**src/rtl/lin_sync_meter.sv**
```systemverilog
module lin_sync_meter #(
  parameter int CNT_W       = 8,
  parameter int BIT_CLKS    = 16,
  parameter int SYNC_BITS   = 8,
  parameter int OK_MIN      = 106,
  parameter int OK_MAX      = 152,
  parameter int CLOSE_EDGES = 4
) (
  input  logic             clk,
  input  logic             rst_n,
  input  logic             brk_seen,
  input  logic             rx_in,
  output logic [CNT_W-1:0] sync_count,
  output logic             meas_done,
  output logic             count_ok,
  output logic             clk_slow,
  output logic             clk_fast
);
  localparam int EW = $clog2(CLOSE_EDGES + 1);
  localparam logic [CNT_W-1:0] CMAX    = {CNT_W{1'b1}};
  localparam logic [CNT_W-1:0] NOMINAL = CNT_W'(BIT_CLKS * SYNC_BITS);
  localparam logic [CNT_W-1:0] LO      = CNT_W'(OK_MIN);
  localparam logic [CNT_W-1:0] HI      = CNT_W'(OK_MAX);
  localparam logic [EW-1:0]    LAST    = EW'(CLOSE_EDGES - 1);

  logic rx_s1, rx_s2, rx_d;
  logic armed, meas;
  logic [CNT_W-1:0] run;
  logic [EW-1:0] edges;

  wire fall  = rx_d & ~rx_s2;
  wire close = meas & fall & (edges == LAST) & ~brk_seen;
  wire [CNT_W-1:0] run_inc = (run == CMAX) ? run : run + 1'b1;

  always_ff @(posedge clk or negedge rst_n) begin
    if (!rst_n) begin
      rx_s1 <= 1'b1;
      rx_s2 <= 1'b1;
      rx_d  <= 1'b1;
    end else begin
      rx_s1 <= rx_in;
      rx_s2 <= rx_s1;
      rx_d  <= rx_s2;
    end
  end

  always_ff @(posedge clk or negedge rst_n) begin
    if (!rst_n) begin
      armed <= 1'b0;
      meas  <= 1'b0;
      run   <= '0;
      edges <= '0;
    end else if (brk_seen) begin
      armed <= 1'b1;
      meas  <= 1'b0;
    end else if (armed && fall) begin
      armed <= 1'b0;
      meas  <= 1'b1;
      run   <= CNT_W'(1);
      edges <= '0;
    end else if (meas) begin
      run <= run_inc;
      if (fall) begin
        if (edges == LAST) meas <= 1'b0;
        else edges <= edges + 1'b1;
      end
    end
  end

  always_ff @(posedge clk or negedge rst_n) begin
    if (!rst_n) begin
      sync_count <= '0;
      meas_done  <= 1'b0;
      count_ok   <= 1'b0;
      clk_slow   <= 1'b0;
      clk_fast   <= 1'b0;
    end else begin
      meas_done <= close;
      if (close) begin
        sync_count <= run;
        count_ok   <= (run >= LO) && (run <= HI) && (run != CMAX);
        clk_slow   <= run < NOMINAL;
        clk_fast   <= run > NOMINAL;
      end
    end
  end
endmodule


```
**config.mk**
```make
export PLATFORM = sky130hd
export DESIGN_NAME = lin_sync_meter
export DESIGN_NICKNAME = d
export VERILOG_FILES = /design/src/rtl/lin_sync_meter.sv
export SDC_FILE = /design/constraint.sdc
export NUM_CORES = 1
export LEC_CHECK = 0
export BUFFER_PORTS_ARGS = -buffer_cell sky130_fd_sc_hd__buf_2
export CAP_MARGIN = 0
export CORE_UTILIZATION = 35
export DETAILED_ROUTE_END_ITERATION = 8
export HOLD_SLACK_MARGIN = 0.03
export SYNTH_ARGS = -nofsm -noshare
export SYNTH_HDL_FRONTEND = slang
export SYNTH_SLANG_ARGS = --single-unit
```
**constraint.sdc**
```tcl
create_clock -name clk -period 2.8 [get_ports clk]
set_clock_uncertainty 0.05 [all_clocks]
set_input_delay 0.56 -clock clk [delete_from_list [all_inputs] [get_ports clk]]
set_output_delay 0.56 -clock clk [all_outputs]
set_load 0.1 [all_outputs]
```
# [Yosys cells after proc, flatten, opt, wreduce, memory -nomap -nowiden]
# Index checks and enable logic that the tools add are counted.
[op_classes] add_sub_neg=2 magnitude_cmp=4 n_eq_ne=5 n_mux=14 bitwise=6 reduce_logical=8
[op_table] cell="$mux W8" n=3
[op_table] cell="$mux W3" n=4
[op_table] cell="$add A8 B1 Y8 const B" n=1
[op_table] cell="$eq A8 B8 Y1 const B" n=1
[op_table] cell="$ge A8 B7 Y1 const B" n=1
[op_table] cell="$gt A8 B8 Y1 const B" n=1
[op_table] cell="$le A8 B8 Y1 const B" n=1
[op_table] cell="$lt A8 B8 Y1 const B" n=1
[op_table] cell="$ne A8 B8 Y1 const B" n=1
[op_table] cell="$mux W1" n=7
[op_table] cell="$reduce_bool A2 Y1" n=3
[op_table] cell="$and A1 B1 Y1" n=4
[op_table] cell="$reduce_and A4 Y1" n=1
[op_table] cell="$add A3 B1 Y3 const B" n=1
[op_table] cell="$eq A3 B2 Y1 const B" n=1
[op_table] cell="$logic_and A1 B1 Y1" n=3
[op_table] cell="$reduce_and A3 Y1" n=1
[op_table] cell="$ne A2 B1 Y1 const B" n=1
[op_table] cell="$ne A2 B2 Y1 const B" n=1
[op_table] cell="$not A1 Y1" n=2
[word_totals] register_bits=28 in_bits=4 out_inout_bits=12 elab_cells=51

# [Logic depth before layout (Yosys ltp)]
[depth] depth_word=6 depth_mapped=7 ltp_nobuf=6

# [Worst setup path after synthesis]
# OpenSTA, ideal clock, no wires.
[synth_timing] path_type="input to register" startpoint="input port brk_seen" endpoint="register clk_fast" setup_ns=0.125 arrival_ns=1.512 required_ns=2.625 path_slack_ns=1.113 path_stages=5 n_path_buf=2 cell_sequence="nor3b_2 > and3_1 > buf_2 > buf_4 > mux2_2"
[synth_via] elab_chain_cells=2
[synth_lines] element="start: declaration" line_no="11" source="input logic brk_seen,"
[synth_lines] element="$not A1 Y1 (no line)"
[synth_lines] element="$and A1 B1 Y1" line_no="32" source="wire close = meas & fall & (edges == LAST) & ~brk_seen;"
[synth_lines] element="named net close" line_no="32"
[synth_lines] element="end signal: assignment" line_no="83" source="clk_fast <= run > NOMINAL;"
[synth_lines] element="end: declaration" line_no="17" source="output logic clk_fast"
# The timed path passes the listed nets, and every way through them passes these cells.
# A chain may end at the register's enable or synchronous reset.

# [Final worst setup path]
[layout_timing] startpoint="register run[1]" endpoint="register run[1]"
[layout_via] elab_chain_cells=4 word_cells_on_any_way=7 classes_between="1 x add/sub; 2 x eq/ne; 3 x mux; 1 x reduce/logical"
[layout_lines] element="start: declaration" line_no="28" source="logic [CNT_W-1:0] run;"
[layout_lines] element="start signal: assignment" line_no="62" source="run <= run_inc;"
[layout_lines] element="$add A8 B1 Y8" line_no="33" source="wire [CNT_W-1:0] run_inc = (run == CMAX) ? run : run + 1'b1;"
[layout_lines] element="$mux W8" line_no="33"
[layout_lines] element="$mux W8" line_no="61" source="end else if (meas) begin"
[layout_lines] element="$mux W8" line_no="56" source="end else if (armed && fall) begin"
# Parallel ways exist; a longest one is shown, timed or not. The select of a mux whose other input is x is not followed.

==> metrics.md <==
| Metric | Value |
|---|---|
| Commonest non-fill, non-tap cell in the layout | dfrtp_1 |
| Initial DRT Pass Iterations | 4 |
| Met3 routed wirelength | 87 um |
| Ys Warns | 0 |
| Clk buf depth | 2 |
| Setup TNS | 0 ps |
| Std cell rows | 22 |
| Share of layout cells above drive strength 1 | 0.3083 |
| Drt total wl | 2.428 mm |
| Initial DRC Count | 31 |
| DR WL met2 | 1.103 mm |
| Tmin final | 1897 ps |
| Max FO, Critical Path | 7 |
| # fillers | 365 |
| M1 wire length | 1.207 mm |
| Final hold vios | 0 |
| Port buffer count | 15 |
| Setup violations, final | 0 |
| Total GRT Usage | 0.1425 |
| CTS tree | done |
| Library cells used by synthesis | 42 |
| Startpoint types | register |
| Crit path DAT | 2000 ps |
| Area leader, netlist | dfrtp_1 |
| Status | completed |
| Post-layout util | 0.4098 |
| Mapped Avg Cell Area | 11.45 sq um |
| Core area | 3661 sq um |
| Slowest CP cell | dfrtp_1 |
| Area growth syn-to-layout | 11.95% |
| Antenna cells | 0 |
| Critical path data required time | 2910 ps |
| CTS sink count | 28 |
| Area of the multi-input gates | 596.8 sq um |
| Tcrit/Tclk final | 0.6773 |
| Mapped Cells | 117 |
| Die width | 63.88 um |
| Crit. End Element | register |
| CP peak stage delay | 480 ps |
| Routability cong. | 0.7679 |
| VDD IR-drop max | 193.9 uV |
| Leakage | 0.7137 nW |
| Hold_buf cts | 0 |
| Highest metal used | met4 |
| Vias post-DR | 963 |
| Die ar. | 4080 sq um |
| Worst hold margin | 236.3 ps |
| Register-to-Register Path Depth | 5 |
| Post-synth ARST share | 1.000 |
| Final max-slew violation count | 0 |
| Worst R2R Setup Slack | 900 ps |
| Setup bufs post-CTS | 0 |
| Total grt overflow | 0 |
| Largest delay share family, worst path | simple AND/OR/NAND/NOR gates |
| Pin count of the biggest net entering global routing | 29 |
| Starting density of the core | 0.3660 |
| Cell Pwr Density | 569.5 nW/um^2 |
| Yosys top cell area share | 0.4669 |
| FF+latch area | 704.4 sq um |
| EDFF count, synth | 0 |
| DRC | 0 |
| Syn nets | 125 |
| Cell Area, Placed | 1455 sq um |
| Buf/Inv on CP | 0 |
| Root Buffer | clkbuf_8 |
| Critical Path Stages | 5 |
| Chip Height | 63.88 um |
| Biggest regs | run: 8 flops, sync_count: 8 flops, edges: 3 flops |
| Cts repair resizes | 0 |
| Power, Total | 0.8543 mW |
| Hold Path Class | input port to asynchronous set/reset pin |
| Mapped Area | 1340 sq um |
| Most frequent cells in the layout | dfrtp_1, buf_2, mux2_2 |
| Slew Limit Headroom | 0.6033 |
| Initial antenna violation count | 0 |
| Worst skew pair latency | 270 ps |
| Top Ports | 16 |
| First-pass GRT wire length | 4.588 mm |
| Clock-pin slew on the worst setup and hold paths | 90 ps |
| Seq/Total Area, Yosys | 0.5257 |
| HPWL after DPL | 1.706 mm |
| CTS HTree Levels | 1 |
| Wire per inst | 13.41 um |
| Worst Setup Path Type | register to register |
| Total CTS buffers | 3 |
| Yosys reg bits | 28 |
| Vias in the first global route | 1018 |
| Final nets | 142 |
| Vias per cell | 5.320 |
| Final antenna-violating net count | 0 |
| Worst-margin pin slew | 595.0 ps |
| RSZ-0062 raised after global routing | no |
| Max_cap viols | 0 |
| Fmax | 527.3 MHz |
| Synth top area cells | dfrtp_1, mux2_2, dfstp_2 |
| Cell area after layout | 1500 sq um |
| Critical Path, Cell by Cell | ha_1 > nand2_1 > or3_1 > and3b_1 > a22o_1 |
| Top FF cell, synth | dfrtp_1 |
-- final cells by class --
type | instances | area share
multi-input cells | 81 | 0.3978
inverters | 5 | 0.01251
well taps | 48 | 0.04003
repair buffers | 15 | 0.05004
clock buffers | 4 | 0.03002
flip-flops and latches | 28 | 0.4696
-- worst paths after layout --
kind                             start       endpoint
worst max-delay path            run[1]         run[1]
worst min-delay path             rst_n         run[3]
worst max register to register  run[1]         run[1]
worst min register to register   rx_s1          rx_s2
max in group asynchronous        rst_n  sync_count[0]
min in group clk                 rx_s1          rx_s2
-- Yosys cell counts, types with 2 or more instances --
cell type  count
dfstp_2        3
dfrtp_1       25
o21ai_0        7
a31oi_1        3
nand2_1        5
or3_1          3
a21oi_1        8
mux2_2        10
nand2b_1       2
buf_4          2
and3_1         2
nand3_1        2
ha_1           4
nor2_1         6
nor3_1         5
inv_1          4
-- report_power, final --
group / internal (mW) / switching (mW) / leakage [nW]
clock network: 0.102 / 0.117 / 0.0228
logic: 0.0562 / 0.0723 / 0.322
registers: 0.445 / 0.0620 / 0.369
total: 0.603 / 0.251 / 0.714
-- kinds of logic (layout without fill, tap and decap cells) --
| group | Yosys count | after routing | synth area share |
|---|---|---|---|
| AO/OA/AOI/OAI | 30 | 30 | 0.1485 |
| multiplexers | 11 | 11 | 0.09151 |
| adder cells (fa/ha/maj) | 4 | 4 | 0.03735 |
| AND/OR/NAND/NOR | 36 | 36 | 0.1681 |
| buffers and inverters | 8 | 24 | 0.02893 |
| flip-flops | 28 | 28 | 0.5257 |
-- per-layer routing --
| metal | GRT usage | vias up |
|---|---|---|
| met4 | 0.06534 | 0 |
| met5 | 0 | - |
| met3 | 0.03393 | 4 |
| li1 | - | 462 |
| met2 | 0.2154 | 17 |
| met1 | 0.1918 | 480 |
-- stage by stage --
stage | worst slack (ps) | std cells
after floorplan | 1113 | 117
after global placement | 818.6 | 177
after detailed placement | 741.6 | 177
after CTS | 896.8 | 181
after global routing | 742.7 | 181
final | 903.4 | 181
No activity file was read; power rests on OpenSTA's default activity.
